## src/rtl/uhb_pkg.sv

```systemverilog
package uhb_pkg;
    localparam int unsigned BYTE_W = 8;
    localparam int unsigned OFS_W  = 3;

    localparam logic [OFS_W-1:0] OFS_DATA  = 3'd0;
    localparam logic [OFS_W-1:0] OFS_IEN   = 3'd1;
    localparam logic [OFS_W-1:0] OFS_MODE  = 3'd2;
    localparam logic [OFS_W-1:0] OFS_MCTL  = 3'd4;
    localparam logic [OFS_W-1:0] OFS_LSTAT = 3'd5;

    typedef struct packed {
        logic              bi;
        logic              fe;
        logic              pe;
        logic [BYTE_W-1:0] data;
    } rx_ent_t;

    typedef struct packed {
        logic              rd;
        logic              wr;
        logic [OFS_W-1:0]  ofs;
        logic [BYTE_W-1:0] wdata;
    } host_op_t;
endpackage

```

## src/rtl/uhb_host_if.sv

```systemverilog
module uhb_host_if
    import uhb_pkg::*;
(
    input  logic              clk_i,
    input  logic              rst_ni,
    input  logic              ior_ni,
    input  logic              iow_ni,
    input  logic              aen_ni,
    input  logic [OFS_W-1:0]  addr_i,
    input  logic [BYTE_W-1:0] wdata_i,
    output host_op_t          op_o
);
    typedef struct packed {
        logic ior_prev;
        logic iow_prev;
    } strb_st_t;

    strb_st_t st_d, st_q;

    always_comb begin
        st_d          = st_q;
        st_d.ior_prev = ior_ni;
        st_d.iow_prev = iow_ni;
        op_o.rd       = !ior_ni && st_q.ior_prev && !aen_ni;
        op_o.wr       = !iow_ni && st_q.iow_prev && !aen_ni;
        op_o.ofs      = addr_i;
        op_o.wdata    = wdata_i;
    end

    always_ff @(posedge clk_i) begin
        if (!rst_ni) st_q <= '{ior_prev: 1'b1, iow_prev: 1'b1};
        else         st_q <= st_d;
    end

    // a held strobe yields a single access
    a_r3_single_read: assert property (@(posedge clk_i) disable iff (!rst_ni)
        op_o.rd |=> !op_o.rd) else $error("R3 repeated read");
    a_r3_single_write: assert property (@(posedge clk_i) disable iff (!rst_ni)
        op_o.wr |=> !op_o.wr) else $error("R3 repeated write");
endmodule

```

## src/rtl/uhb_fifo.sv

```systemverilog
module uhb_fifo #(
    parameter int unsigned W         = 8,
    parameter int unsigned DEPTH     = 16,
    parameter bit          OVERWRITE = 1'b0,
    localparam int unsigned AW       = $clog2(DEPTH),
    localparam int unsigned CW       = AW + 1
) (
    input  logic          clk_i,
    input  logic          rst_ni,
    input  logic          flush_i,
    input  logic [CW-1:0] cap_i,
    input  logic          push_i,
    input  logic [W-1:0]  din_i,
    input  logic          pop_i,
    output logic [W-1:0]  head_o,
    output logic [W-1:0]  last_o,
    output logic          empty_o,
    output logic          full_o,
    output logic [CW-1:0] count_o,
    output logic          pushed_o,
    output logic          popped_o,
    output logic          ovw_o
);
    typedef struct packed {
        logic [AW-1:0] rd_ptr;
        logic [AW-1:0] wr_ptr;
        logic [CW-1:0] count;
    } fifo_st_t;

    fifo_st_t      st_d, st_q;
    logic [W-1:0]  mem_q [DEPTH];
    logic          full_w, pop_w, push_w, ovw_w;
    logic [AW-1:0] last_idx;

    always_comb begin
        full_w   = st_q.count >= cap_i;
        pop_w    = pop_i && (st_q.count != '0) && !flush_i;
        push_w   = push_i && (!full_w || pop_w) && !flush_i;
        last_idx = st_q.wr_ptr - AW'(1);
    end

    generate
        if (OVERWRITE) begin : g_ovw
            assign ovw_w = push_i && full_w && !pop_w && (st_q.count != '0) && !flush_i;
        end else begin : g_drop
            assign ovw_w = 1'b0;
        end
    endgenerate

    always_comb begin
        st_d = st_q;
        if (flush_i) begin
            st_d = '0;
        end else begin
            if (push_w) st_d.wr_ptr = st_q.wr_ptr + AW'(1);
            if (pop_w)  st_d.rd_ptr = st_q.rd_ptr + AW'(1);
            case ({push_w, pop_w})
                2'b10:   st_d.count = st_q.count + CW'(1);
                2'b01:   st_d.count = st_q.count - CW'(1);
                default: st_d.count = st_q.count;
            endcase
        end
    end

    always_ff @(posedge clk_i) begin
        if (!rst_ni) st_q <= '0;
        else         st_q <= st_d;
    end

    always_ff @(posedge clk_i) begin
        if (push_w)     mem_q[st_q.wr_ptr] <= din_i;
        else if (ovw_w) mem_q[last_idx]    <= din_i;
    end

    assign head_o   = mem_q[st_q.rd_ptr];
    assign last_o   = mem_q[last_idx];
    assign empty_o  = (st_q.count == '0);
    assign full_o   = full_w;
    assign count_o  = st_q.count;
    assign pushed_o = push_w;
    assign popped_o = pop_w;
    assign ovw_o    = ovw_w;

    // a push into a full queue never grows it
    a_r4_no_overflow: assert property (@(posedge clk_i) disable iff (!rst_ni)
        push_i && full_o && !pop_i && !flush_i |=> $stable(st_q.count))
        else $error("R4 queue grew past capacity");
    // a lone pop removes exactly one entry
    a_r6_pop_one: assert property (@(posedge clk_i) disable iff (!rst_ni)
        pop_i && !empty_o && !push_i && !flush_i |=> st_q.count == $past(st_q.count) - CW'(1))
        else $error("R6 pop count");
endmodule

```

## src/rtl/uhb_lsr.sv

```systemverilog
module uhb_lsr #(
    parameter int unsigned DEPTH = 16,
    localparam int unsigned CW   = $clog2(DEPTH) + 1
) (
    input  logic          clk_i,
    input  logic          rst_ni,
    input  logic          flush_i,
    input  logic          fifo_mode_i,
    input  logic          lsr_rd_i,
    input  logic          rx_valid_i,
    input  logic [CW-1:0] rx_count_i,
    input  logic [2:0]    head_tags_i,
    input  logic [2:0]    in_tags_i,
    input  logic [2:0]    last_tags_i,
    input  logic          rx_pushed_i,
    input  logic          rx_popped_i,
    input  logic          rx_ovw_i,
    input  logic          tx_empty_i,
    input  logic          ier_thre_i,
    input  logic          ier_rls_i,
    output logic [7:0]    lsr_o,
    output logic          irq_o
);
    typedef struct packed {
        logic          oe;
        logic          pe;
        logic          fe;
        logic          bi;
        logic          sum;
        logic          rep;
        logic [CW-1:0] err_cnt;
    } lsr_st_t;

    lsr_st_t st_d, st_q;
    logic [2:0]    new_tags;
    logic          ovw_head;
    logic [CW-1:0] cnt_n;

    always_comb begin
        st_d     = st_q;
        new_tags = (rx_valid_i && !st_q.rep) ? head_tags_i : 3'b000;
        ovw_head = rx_ovw_i && (rx_count_i == CW'(1));

        cnt_n = st_q.err_cnt;
        if (rx_pushed_i && |in_tags_i)   cnt_n = cnt_n + CW'(1);
        if (rx_popped_i && |head_tags_i) cnt_n = cnt_n - CW'(1);
        if (rx_ovw_i) begin
            if (|last_tags_i && !(|in_tags_i)) cnt_n = cnt_n - CW'(1);
            if (!(|last_tags_i) && |in_tags_i) cnt_n = cnt_n + CW'(1);
        end
        if (flush_i) cnt_n = '0;
        st_d.err_cnt = cnt_n;

        st_d.oe  = (lsr_rd_i ? 1'b0 : st_q.oe) | rx_ovw_i;
        st_d.pe  = (lsr_rd_i ? 1'b0 : st_q.pe) | new_tags[0];
        st_d.fe  = (lsr_rd_i ? 1'b0 : st_q.fe) | new_tags[1];
        st_d.bi  = (lsr_rd_i ? 1'b0 : st_q.bi) | new_tags[2];
        st_d.sum = (cnt_n != '0) | (st_q.sum & !lsr_rd_i);
        st_d.rep = (flush_i || rx_popped_i || ovw_head) ? 1'b0 : (st_q.rep | rx_valid_i);
        if (flush_i) begin
            st_d.pe  = 1'b0;
            st_d.fe  = 1'b0;
            st_d.bi  = 1'b0;
            st_d.sum = 1'b0;
        end
    end

    always_ff @(posedge clk_i) begin
        if (!rst_ni) st_q <= '0;
        else         st_q <= st_d;
    end

    assign lsr_o = {st_q.sum & fifo_mode_i, tx_empty_i, tx_empty_i,
                    st_q.bi, st_q.fe, st_q.pe, st_q.oe, rx_valid_i};
    assign irq_o = (ier_thre_i & tx_empty_i) |
                   (ier_rls_i & (st_q.oe | st_q.pe | st_q.fe | st_q.bi));

    // an overwrite always leaves the overrun flag set
    a_r7_oe_on_overrun: assert property (@(posedge clk_i) disable iff (!rst_ni)
        rx_ovw_i |=> st_q.oe) else $error("R7 overrun lost");
    // a status read without a same-edge overrun clears the flag
    a_r12_read_clears: assert property (@(posedge clk_i) disable iff (!rst_ni)
        lsr_rd_i && !rx_ovw_i |=> !st_q.oe) else $error("R12 overrun not cleared");
    // tags of an already reported head are not shown again
    a_r8_shown_once: assert property (@(posedge clk_i) disable iff (!rst_ni)
        lsr_rd_i && st_q.rep && !rx_popped_i && !rx_ovw_i && !flush_i
        |=> !st_q.pe && !st_q.fe && !st_q.bi) else $error("R8 tag repeated");
endmodule

```

## src/rtl/uhb_bridge.sv

```systemverilog
module uhb_bridge
    import uhb_pkg::*;
#(
    parameter int unsigned DEPTH = 16
) (
    input  logic              clk_i,
    input  logic              rst_ni,
    input  logic              host_ior_ni,
    input  logic              host_iow_ni,
    input  logic              host_aen_ni,
    input  logic [OFS_W-1:0]  host_addr_i,
    input  logic [BYTE_W-1:0] host_wdata_i,
    output logic [BYTE_W-1:0] host_rdata_o,
    output logic              host_irq_o,
    input  logic              ctl_rx_push_i,
    input  logic [BYTE_W-1:0] ctl_rx_data_i,
    input  logic              ctl_rx_pe_i,
    input  logic              ctl_rx_fe_i,
    input  logic              ctl_rx_bi_i,
    input  logic              ctl_tx_pop_i,
    output logic [BYTE_W-1:0] ctl_tx_data_o,
    output logic              ctl_tx_valid_o,
    output logic              ctl_dtr_no,
    output logic              ctl_rts_no
);
    localparam int unsigned AW   = $clog2(DEPTH);
    localparam int unsigned CW   = AW + 1;
    localparam int unsigned RX_W = $bits(rx_ent_t);

    typedef struct packed {
        logic ier_thre;
        logic ier_rls;
        logic fifo_mode;
        logic dtr;
        logic rts;
    } ctl_st_t;

    ctl_st_t  ctl_d, ctl_q;
    host_op_t op;

    logic [CW-1:0]     cap;
    logic              flush, rx_pop, tx_push, lsr_rd;
    rx_ent_t           rx_in, rx_head, rx_last;
    logic              rx_empty, rx_full, rx_pushed, rx_popped, rx_ovw;
    logic [CW-1:0]     rx_count;
    logic [BYTE_W-1:0] tx_head, tx_last;
    logic              tx_empty, tx_full, tx_pushed, tx_popped, tx_ovw;
    logic [CW-1:0]     tx_count;
    logic [7:0]        lsr;
    logic              sig_unused;

    uhb_host_if u_host (
        .clk_i   (clk_i),
        .rst_ni  (rst_ni),
        .ior_ni  (host_ior_ni),
        .iow_ni  (host_iow_ni),
        .aen_ni  (host_aen_ni),
        .addr_i  (host_addr_i),
        .wdata_i (host_wdata_i),
        .op_o    (op)
    );

    always_comb begin
        cap     = ctl_q.fifo_mode ? CW'(DEPTH) : CW'(1);
        flush   = op.wr && (op.ofs == OFS_MODE);
        tx_push = op.wr && (op.ofs == OFS_DATA);
        rx_pop  = op.rd && (op.ofs == OFS_DATA);
        lsr_rd  = op.rd && (op.ofs == OFS_LSTAT);
        rx_in   = '{bi: ctl_rx_bi_i, fe: ctl_rx_fe_i, pe: ctl_rx_pe_i, data: ctl_rx_data_i};
    end

    always_comb begin
        ctl_d = ctl_q;
        if (op.wr) begin
            case (op.ofs)
                OFS_IEN: begin
                    ctl_d.ier_thre = op.wdata[1];
                    ctl_d.ier_rls  = op.wdata[2];
                end
                OFS_MODE: ctl_d.fifo_mode = op.wdata[0];
                OFS_MCTL: begin
                    ctl_d.dtr = op.wdata[0];
                    ctl_d.rts = op.wdata[1];
                end
                default: ;
            endcase
        end
    end

    always_ff @(posedge clk_i) begin
        if (!rst_ni) ctl_q <= '0;
        else         ctl_q <= ctl_d;
    end

    uhb_fifo #(.W(RX_W), .DEPTH(DEPTH), .OVERWRITE(1'b1)) u_rxq (
        .clk_i    (clk_i),
        .rst_ni   (rst_ni),
        .flush_i  (flush),
        .cap_i    (cap),
        .push_i   (ctl_rx_push_i),
        .din_i    (rx_in),
        .pop_i    (rx_pop),
        .head_o   (rx_head),
        .last_o   (rx_last),
        .empty_o  (rx_empty),
        .full_o   (rx_full),
        .count_o  (rx_count),
        .pushed_o (rx_pushed),
        .popped_o (rx_popped),
        .ovw_o    (rx_ovw)
    );

    uhb_fifo #(.W(BYTE_W), .DEPTH(DEPTH), .OVERWRITE(1'b0)) u_txq (
        .clk_i    (clk_i),
        .rst_ni   (rst_ni),
        .flush_i  (flush),
        .cap_i    (cap),
        .push_i   (tx_push),
        .din_i    (op.wdata),
        .pop_i    (ctl_tx_pop_i),
        .head_o   (tx_head),
        .last_o   (tx_last),
        .empty_o  (tx_empty),
        .full_o   (tx_full),
        .count_o  (tx_count),
        .pushed_o (tx_pushed),
        .popped_o (tx_popped),
        .ovw_o    (tx_ovw)
    );

    uhb_lsr #(.DEPTH(DEPTH)) u_lsr (
        .clk_i       (clk_i),
        .rst_ni      (rst_ni),
        .flush_i     (flush),
        .fifo_mode_i (ctl_q.fifo_mode),
        .lsr_rd_i    (lsr_rd),
        .rx_valid_i  (!rx_empty),
        .rx_count_i  (rx_count),
        .head_tags_i ({rx_head.bi, rx_head.fe, rx_head.pe}),
        .in_tags_i   ({rx_in.bi, rx_in.fe, rx_in.pe}),
        .last_tags_i ({rx_last.bi, rx_last.fe, rx_last.pe}),
        .rx_pushed_i (rx_pushed),
        .rx_popped_i (rx_popped),
        .rx_ovw_i    (rx_ovw),
        .tx_empty_i  (tx_empty),
        .ier_thre_i  (ctl_q.ier_thre),
        .ier_rls_i   (ctl_q.ier_rls),
        .lsr_o       (lsr),
        .irq_o       (host_irq_o)
    );

    always_comb begin
        host_rdata_o = '0;
        if (!host_ior_ni && !host_aen_ni) begin
            case (host_addr_i)
                OFS_DATA:  host_rdata_o = rx_empty ? 8'h00 : rx_head.data;
                OFS_IEN:   host_rdata_o = {5'b0, ctl_q.ier_rls, ctl_q.ier_thre, 1'b0};
                OFS_MODE:  host_rdata_o = {7'b0, ctl_q.fifo_mode};
                OFS_MCTL:  host_rdata_o = {6'b0, ctl_q.rts, ctl_q.dtr};
                OFS_LSTAT: host_rdata_o = lsr;
                default:   host_rdata_o = '0;
            endcase
        end
    end

    assign ctl_tx_data_o  = tx_head;
    assign ctl_tx_valid_o = !tx_empty;
    assign ctl_dtr_no     = !ctl_q.dtr;
    assign ctl_rts_no     = !ctl_q.rts;

    assign sig_unused = ^{rx_full, tx_last, tx_full, tx_count, tx_pushed, tx_popped, tx_ovw};

    // a modem-control write lands inverted on the controller pins
    a_r2_dtr_inverted: assert property (@(posedge clk_i) disable iff (!rst_ni)
        op.wr && (op.ofs == OFS_MCTL) |=> ctl_dtr_no == !$past(op.wdata[0]))
        else $error("R2 terminal-ready level");
    a_r2_rts_inverted: assert property (@(posedge clk_i) disable iff (!rst_ni)
        op.wr && (op.ofs == OFS_MCTL) |=> ctl_rts_no == !$past(op.wdata[1]))
        else $error("R2 request-to-send level");
    // transmit byte offered exactly when the status shows not empty
    a_r5_empty_flags: assert property (@(posedge clk_i) disable iff (!rst_ni)
        ctl_tx_valid_o |-> !lsr[5] && !lsr[6]) else $error("R5 empty flags");
endmodule

```

## config.mk

```make
export PLATFORM = sky130hd
export DESIGN_NAME = uhb_bridge
export DESIGN_NICKNAME = d
export VERILOG_FILES = /design/src/rtl/uhb_pkg.sv /design/src/rtl/uhb_host_if.sv /design/src/rtl/uhb_fifo.sv /design/src/rtl/uhb_lsr.sv /design/src/rtl/uhb_bridge.sv
export SDC_FILE = /design/constraint.sdc
export NUM_CORES = 1
export LEC_CHECK = 0
export CORE_UTILIZATION = 45
export DETAILED_ROUTE_END_ITERATION = 12
export PLACE_DENSITY_LB_ADDON = 0.12
export SLEW_MARGIN = 40
export SYNTH_ARGS = -nofsm -noshare
export SYNTH_HDL_FRONTEND = slang
export SYNTH_SLANG_ARGS = --single-unit
```

## constraint.sdc

```tcl
create_clock -name clk_i -period 6.1 [get_ports clk_i]
set_input_delay 1.83 -clock clk_i [delete_from_list [all_inputs] [get_ports clk_i]]
set_output_delay 1.83 -clock clk_i [all_outputs]
set_load 0.02 [all_outputs]
```

# Word-level counts from Yosys, hierarchy flattened
# Memory sizes are Yosys's and may differ from the RTL's. A register that Yosys moved wholly into a read port is not among the register bits.
# Cells that the tools add are included.
# totals
ff_bits	44
mem_bits_rw	304
input_bits	29
out_inout_bits	20
elab_cells	156
mem_count	2
# memory_table
memory	words	width	rd	rd_ports_with_merged_regs	wr	line	rtl
u_rxq.mem_q	16	11	2	1	1	uhb_fifo.sv:31	logic [W-1:0] mem_q [DEPTH];
u_txq.mem_q	16	8	1	1	1	uhb_fifo.sv:31	
# classes
add_sub_neg	13
magnitude_cmp	2
n_eq_ne	9
n_mux	32
bitwise	15
n_reduce_logical	63
# ops
cell	count
$mux 5	8
$pmux 8 s5	1
$logic_and 1x1->1	27
$add 5x1->5 const B	4
$mux 4	5
$pmux 5 s2	2
$sub 5x1->5 const B	4
$add 4x1->4 const B	4
$mux 8	2
$logic_not 1->1	15
$reduce_bool 5->1	3
$mux 1	12
$mux 11	1
$reduce_or 11->1	1
$ge 5x5->1	2
$logic_not 5->1	2
$or 1x1->1	10
$reduce_or 3->1	3
$eq 3x3->1 const B	2
$reduce_and 2->1	3
$eq 5x1->1 const B	1
$and 1x1->1	4
$eq 2x1->1 const B	2
$eq 2x2->1 const B	2
other kinds (9)	14

# Longest topological paths before layout
# Gate-level depths: netlist of the first run.
# depth
word_depth	22
mapped_depth	19
ltp_nobuf	18

# By module
# Synthesis of the first run repeated with hierarchy kept, for this count alone.
# hier_totals
cells_unflattened	1055
area_unflattened_um2	17853.4
# by_module_without_submodules
module	instances	cells_each	area_per_inst_um2	seq_area_each_um2
uhb_fifo at u_rxq	1	469	9162.5	5625.4
uhb_fifo at u_txq	1	405	7145.6	4184.0
uhb_lsr	1	107	913.4	220.2
uhb_bridge	1	57	481.7	100.1
uhb_host_if	1	17	150.1	40.0

# Least setup slack after synthesis of the first run
# No wires, ideal clock.
# synth_timing
path_kind	input to output
from	in host_addr_i[2]
to	out host_rdata_o[5]
arrival_time_ns	3.137
required_ns	4.270
slack_ns	1.133
cell_stages	5
n_path_buf	1
cell_sequence	clkbuf_1 or3_1 nor2_1 nand2_1 a21oi_1
# synth_between
elab_chain_len	3
elab_cells_between_ends	7
cone_classes	eq/ne (4); mux (2); reduce/logical (1)
# synth_lines
element	line	rtl
start, declared	uhb_bridge.sv:11	input logic [OFS_W-1:0] host_addr_i,
$eq 3x3->1 (tied with other cells)	uhb_bridge.sv:155	case (host_addr_i)
$pmux 8 s5 (*)	uhb_bridge.sv:155	
$mux 8 (*)	uhb_bridge.sv:154	if (!host_ior_ni && !host_aen_ni) begin
end, declared	uhb_bridge.sv:13	output logic [BYTE_W-1:0] host_rdata_o,
# Mark *: on every way between the ends. The rest lies on a longest branch, timed or not.

# Worst setup path in the final report of the first run
# layout_timing
from	in host_addr_i[1]
to	out host_rdata_o[0]
# The elaborated chain is that of the path after synthesis.

==> results of run 1 <==
cells by family (layout without fill, tap and decap cells):
family | count (synthesis) | in the layout
buffers and inverters | 56 | 182
and+or+nand+nor | 232 | 232
AOI/OAI and AO/OA | 85 | 85
xor gates and xnor gates | 32 | 32
other | 0 | 1
adders and majority gates | 25 | 25
DFF | 356 | 356
muxes | 114 | 114
worst min-delay path, cell delays in order, from the launching register on:
cell      delay (ns)
dfxtp_1         0.33
nand2_1         0.06
a21boi_0        0.06
worst paths after layout:
| kind | startpoint | to | slack [ns] |
|---|---|---|---|
| max | host_addr_i[1] | host_rdata_o[0] | 0.21 |
| min | u_lsr.lsr_o[1] | u_lsr.lsr_o[1] | 0.50 |
| max reg2reg | register | u_lsr.st_q[6] | 1.66 |
| min reg2reg | u_lsr.lsr_o[1] | u_lsr.lsr_o[1] | 0.50 |
layout make-up:
cell class / instances / area share
antenna: 1 / 0.000143
clock buffer: 45 / 0.0560
clock inverter: 24 / 0.0135
inverter: 20 / 0.00430
multi-input combinational: 488 / 0.263
sequential: 356 / 0.583
tap: 442 / 0.0317
timing repair buffer: 93 / 0.0483
through the flow:
stage | hold slack [ns] | power [mW]
after floorplan | 0.457 | 3.42
after global placement | 0.480 | 3.72
after detailed placement | 0.492 | 3.72
after CTS | 0.497 | 5.96
after global routing | 0.532 | 6.16
final | 0.499 | 5.90
state kept, by name, indices dropped and copies added (netlist names), named ones only:
name	count
u_lsr.lsr_o	4
u_rxq.st_q	8
u_rxq.count_o	5
u_host.st_q	2
u_rxq.mem_q	176
u_txq.st_q	8
u_txq.count_o	5
u_txq.mem_q	128
u_lsr.st_q	7
ctl_q	5
power by group:
part	internal, mW	switching, mW	total (mW)
registers	2.77	0.0999	2.87
logic	0.331	0.479	0.810
clock network	1.32	0.905	2.23
total	4.42	1.48	5.90
layer usage:
metal | wire length, µm | up-vias
met5 | 13 | -
met1 | 13700 | 4089
met4 | 1040 | 2
met3 | 1760 | 56
met2 | 15900 | 196
li1 | - | 3761
cell usage in the layout (no fill, tap or decap), types with 8 or more instances in the layout:
master / count
a21oi_1: 33
buf_4: 43
clkbuf_16: 38
clkdlybuf4s50_1: 48
clkinv_1: 10
dfxtp_1: 48
edfxtp_1: 304
ha_1: 24
inv_1: 18
mux2i_1: 20
mux4_2: 94
nand2_1: 42
nand3_1: 8
nor2_1: 79
nor2b_1: 15
nor3_1: 27
nor4_1: 9
o21ai_0: 10
or3_1: 8
xnor2_1: 15
xor2_1: 17
==> summary.txt, run 1 <==
Global route
  – Busiest layer in global routing: met2
  – Grt met1 use: 0.258
  – Largest net degree at the start of global routing: 26
  – Initial antenna violation count: 1
  – Grt met2 use: 0.331
  – First-pass GRT wire length: 49,700 µm
  – GRT Util Overall: 0.200
  – GRT overflow: 0
  – Vias in the first global route: 8,169
  – Routing usage on met3: 0.0425

Finish
  – Number of fill cells: 2,656
  – Sequential Area: 10,200 µm²
  – Finished Layout Cells: 1,469
  – Footprint of the multi-input gates: 4590 µm²
  – Share of layout cells above drive strength 1: 0.200
  – Final net count: 1,051
  – Post-route cell area: 17,500 µm²
  – Final Util: 0.534
  – Area grow syn2layout: 16.4%

Synth
  – Post-synthesis mux area share: 0.155
  – Xor and xnor fraction of the mapped netlist area: 0.0187
  – Synth cell count leaders: edfxtp_1, mux4_2, nor2_1
  – Synth Instances: 900
  – Register area share after synthesis: 0.678
  – FFs w/ async S/R, synth: 0
  – Most frequent cell after synthesis: edfxtp_1
  – Yosys top cell by area: edfxtp_1
  – Post-synth EDFFs: 304
  – Compound-Gate Fraction of Synth Area: 0.0359
  – Simple-Gate Fraction of Synth Area: 0.0758
  – Net Count, Synth: 954
  – Synth Warn #: 0
  – Seq cells post-synth: 356
  – Top cells by area, synth: edfxtp_1, mux4_2, dfxtp_1, ha_1, nor2_1
  – Synth Area in Adders: 0.0214
  – Area fraction of the dominant cell type after synthesis: 0.609
  – Mapped cell area: 15,000 µm²
  – Largest family of logic cells by synthesized area: multiplexers
  – Mapped Avg Cell Area: 16.7 µm²
  – Unique cell type count in the Yosys netlist: 62
  – Ys flop type: edfxtp_1

Place
  – Post-Place Cells: 1,399
  – GPL Wtd Cong: 0.839
  – Post-DP Area: 16,200 µm²
  – Hpwl dp: 22,800 µm
  – Port buffer count: 48
  – Worst slack, placed: 0.216 ns

Clocking
  – Max clock buf depth: 3
  – CTS tree: yes
  – Htree depth: 2
  – Post-CTS setup buffers: 0
  – CTS Root Cell: clkbuf_16
  – Skew-Pair Late Insertion Delay: 0.52 ns
  – Clock buffers created by TritonCTS: 38
  – Post-cts hold buffer count: 0
  – Reg clk slew, reported paths: 0.06 ns
  – Clock sinks: 356
  – Post-cts sizing count: 0

Timing
  – Max-slew violation count: 0
  – Setup tns final: 0 ns
  – Final worst setup slack: 0.214 ns
  – Final hold viol count: 0
  – Layout Skew: 0.0197 ns
  – RSZ-0062 raised after global routing: false
  – Rel. slew slack: 0.481
  – Final setup viols: 0
  – Period Utilization, post-route: 0.965
  – Worst slew pin tran: 0.776 ns
  – Fmax achieved: 170 MHz
  – Tmin final: 5.89 ns

Job
  – Max Cap Viol: 0

Critical path
  – Critical-path maximum fanout: 8
  – Critical path's top delay family: buffers and inverters
  – Critical Path Slowest Stage Cell: clkdlybuf4s50_1
  – WP data required: 4.27 ns
  – Bufs and invs on worst path: 4
  – Arrival time worst endpoint: 4.06 ns
  – Critical path class: input pin to output port
  – Critical path endpoint category: output port
  – Path depth of the worst reg2reg path: 14
  – Critical path launch point type: input pin
  – Crit-path cells: clkdlybuf4s50_1, or3_1, nor2_1, buf_4, nand2_1, a21oi_1, buf_4, clkdlybuf4s50_1
  – CP Depth: 8
  – Max stage delay on crit path: 0.59 ns

Drt
  – DR WL/cell: 22.1 µm
  – Routed via count: 8,104
  – Post-route ant nets: 0
  – DRC viols: 0
  – 1st-iter DRT viols: 551
  – Routed wire length: 32,400 µm
  – Vias per cell: 5.52
  – First-pass iteration count of the detailed router: 5

Floorplanning
  – # IOs: 49
  – Initial core utilization: 0.459
  – Die area: 34,100 µm²
  – Row count: 66
  – Die W: 185 µm
  – Die Y: 185 µm
  – Core area: 32,700 µm²

Min path
  – Worst hold path class: register to register
  – WHS Path Cells: 2

Run status
  – Run status: finished clean

Power
  – PwrDens: 338 nW/µm²
  – Leakage: 5.55 nW
  – Peak supply drop: 257 µV
Power figures use the tool's default switching activity.
==> inputs of run 2 (changes only) <==
- CAP_MARGIN: unset -> 25
- PLACE_DENSITY: unset -> 0.69
- PLACE_DENSITY_LB_ADDON: 0.12 -> unset
==> summary.txt, run 2 (synthesis gave the netlist of run 1 again) <==
Critical path
  – Worst reg-to-reg setup slack: 1.44 ns (-0.22 ns)
  – Path depth of the worst reg2reg path: 16 (+2)
  – Worst setup path start: host_addr_i[1]
  – WP data required: 4.27 ns (about the same)
  – Setup crit end: host_rdata_o[6]
  – Critical path endpoint category: output port
  – Critical-path maximum fanout: 8 (unchanged)
  – R2r endpoint: u_lsr.st_q[6]
  – Critical path class: input pin to output port
  – Arrival time worst endpoint: 4.09 ns (+0.03 ns)
  – Critical path launch point type: input pin

Clocking
  – Reg clk slew, reported paths: 0.06 ns (about the same)
  – Clock sinks: 356 (unchanged)
  – Htree depth: 2 (unchanged)
  – Post-CTS setup buffers: 0 (unchanged)
  – CTS tree: yes
  – Max clock buf depth: 3 (unchanged)
  – Post-cts sizing count: 0 (unchanged)
  – Clock buffers created by TritonCTS: 36 (-5.3%)
  – Skew-Pair Late Insertion Delay: 0.51 ns (about the same)
  – Post-cts hold buffer count: 0 (unchanged)
  – CTS Root Cell: clkbuf_16

Timing
  – Tmin final: 5.92 ns (+0.0359 ns)
  – Setup tns final: 0 ns (unchanged)
  – Period Utilization, post-route: 0.971 (+0.00588)
  – Final worst setup slack: 0.178 ns (-0.0359 ns)
  – Final hold viol count: 0 (unchanged)
  – Worst slew pin tran: 0.763 ns (-0.0129 ns)
  – RSZ-0062 raised after global routing: false
  – Max-slew violation count: 0 (unchanged)
  – Rel. slew slack: 0.489 (+0.00862)
  – Layout Skew: 0.00795 ns (-0.0117 ns)
  – Fmax achieved: 169 MHz (-0.61%)
  – Final setup viols: 0 (unchanged)

Floorplanning
  – Core area: 32,700 µm² (unchanged)
  – Initial core utilization: 0.459 (unchanged)
  – Die area: 34,100 µm² (unchanged)
  – Die Y: 185 µm (unchanged)
  – # IOs: 49 (unchanged)
  – Die W: 185 µm (unchanged)
  – Row count: 66 (unchanged)

Drt
  – 1st-iter DRT viols: 539 (-2.2%)
  – Post-route ant nets: 0 (unchanged)
  – Routed wire length: 31,900 µm (-1.7%)
  – Vias per cell: 5.59 (+1.4%)
  – Routed via count: 8,151 (+0.58%)
  – DRC viols: 0 (unchanged)
  – First-pass iteration count of the detailed router: 5 (unchanged)
  – DR WL/cell: 21.9 µm (-0.93%)

Place
  – Worst slack, placed: 0.218 ns (+0.00203 ns)
  – Post-DP Area: 16,200 µm² (-0.38%)
  – Hpwl dp: 21,000 µm (-7.9%)
  – Port buffer count: 48 (unchanged)
  – GPL Wtd Cong: 0.859 (+2.4%)

Finish
  – Diodes inserted: 0 (-1)
  – Footprint of the multi-input gates: 4600 µm² (about the same)
  – Register with the highest flop count: u_rxq.mem_q
  – Number of fill cells: 2,629 (-1.0%)
  – Sequential Area: 10,200 µm² (unchanged)
  – Area grow syn2layout: 16.0%
  – Final Util: 0.532 (-0.00199)
  – Post-route cell area: 17,400 µm² (-0.37%)
  – Commonest non-fill, non-tap cell in the layout: edfxtp_1
  – Share of layout cells above drive strength 1: 0.201 (+0.00118)
  – Biggest regs: u_rxq.mem_q x176, u_txq.mem_q x128
  – Largest register FFs: 176 (unchanged)
  – Commonest cells after routing, fill and taps aside: edfxtp_1, mux4_2, nor2_1
  – Final net count: 1,044 (-0.67%)

Power
  – Logic gate share of total power: 0.135 (-0.002)
  – PwrDens: 341 nW/µm² (+0.83%)
  – Sequential Power Share: 0.483 (-0.003)
  – Internal power: 4.45 mW (+0.78%)
  – NetSw: 1.48 mW (-0.53%)
  – Clk pwr share: 0.383 (+0.006)
  – Switching Fraction: 0.249 (-0.00247)
  – Peak supply drop: 252 µV (-2.3%)
  – Final Power: 5.93 mW (+0.45%)
  – Leakage: 5.52 nW (-0.40%)

Min path
  – Worst hold path class: register to register

Global route
  – GRT Util Overall: 0.193 (-0.00646)
  – Vias in the first global route: 8,315 (+1.8%)
  – First-pass GRT wire length: 49,000 µm (-1.6%)
  – Largest net degree at the start of global routing: 34 (+31%)
  – GRT overflow: 0 (unchanged)
  – Initial antenna violation count: 0 (-1)

Run status
  – Run status: finished clean

Job
  – Max Cap Viol: 0 (unchanged)
run 2: cell types whose count changed in the layout (fill, tap and decap cells not counted):
cell	change
clkinv_1	-4
nand2_2	+1
diode_2	-1
clkinv_8	-1
clkinv_4	+2
bufinv_16	+2
clkinv_2	+4
nand2_1	-1
clkbuf_1	-5
clkinvlp_4	-1
buf_12	-2
inv_6	-2
buf_4	-3
clkbuf_16	-1
run 2: worst min-delay path by stage:
stage | from | end | slack (ns) | depth (start not counted)
after detailed placement | u_lsr.lsr_o[1] | u_lsr.lsr_o[1] | 0.48 | 2
after global placement | u_lsr.lsr_o[1] | u_lsr.lsr_o[1] | 0.47 | 2
after CTS | u_lsr.lsr_o[1] | u_lsr.lsr_o[1] | 0.49 | 2
final | u_lsr.lsr_o[1] | u_lsr.lsr_o[1] | 0.49 | 2
after floorplan | u_lsr.lsr_o[1] | u_lsr.lsr_o[1] | 0.46 | 2
after global routing | u_lsr.lsr_o[1] | u_lsr.lsr_o[1] | 0.51 | 2
run 2: cell type report:
type	instances	area share
clock buffer	39	0.0537
sequential	356	0.585
inverter	20	0.00432
tap	442	0.0318
timing repair buffer	88	0.0449
multi-input combinational	488	0.264
clock inverter	24	0.0160
run 2: routing by layer:
layer | routed length (µm) | up-vias | GRT usage
met2 | 15600 | 236 | 0.322
li1 | - | 3728 | -
met3 | 1860 | 63 | 0.0395
met4 | 1080 | 0 | 0.0710
met5 | 0 | - | 0
met1 | 13300 | 4124 | 0.251
run 2: power by group through the flow:
stage / logic (mW) / clock network [mW] / registers, mW
2_1_floorplan: 0.561 / 0 / 2.86
3_5_place_dp: 0.790 / 0 / 2.91
6_report: 0.799 / 2.27 / 2.86
5_1_grt: 0.864 / 2.41 / 2.87
3_3_place_gp: 0.776 / 0 / 2.90
4_1_cts: 0.795 / 2.31 / 2.86
run 2: per-stage QoR:
step / instances / hold WS, ns
3_3_place_gp: 1394 / 0.475
3_5_place_dp: 1394 / 0.482
5_1_grt: 1457 / 0.510
4_1_cts: 1457 / 0.491
6_report: 1457 / 0.491
2_1_floorplan: 900 / 0.457
run 2: critical path, cell delays in order:
cell and delay, ns:
clkdlybuf4s50_1 0.50, or3_1 0.42, nor2_1 0.45, nand2_1 0.11, a21oi_1 0.17, clkdlybuf4s50_1 0.62
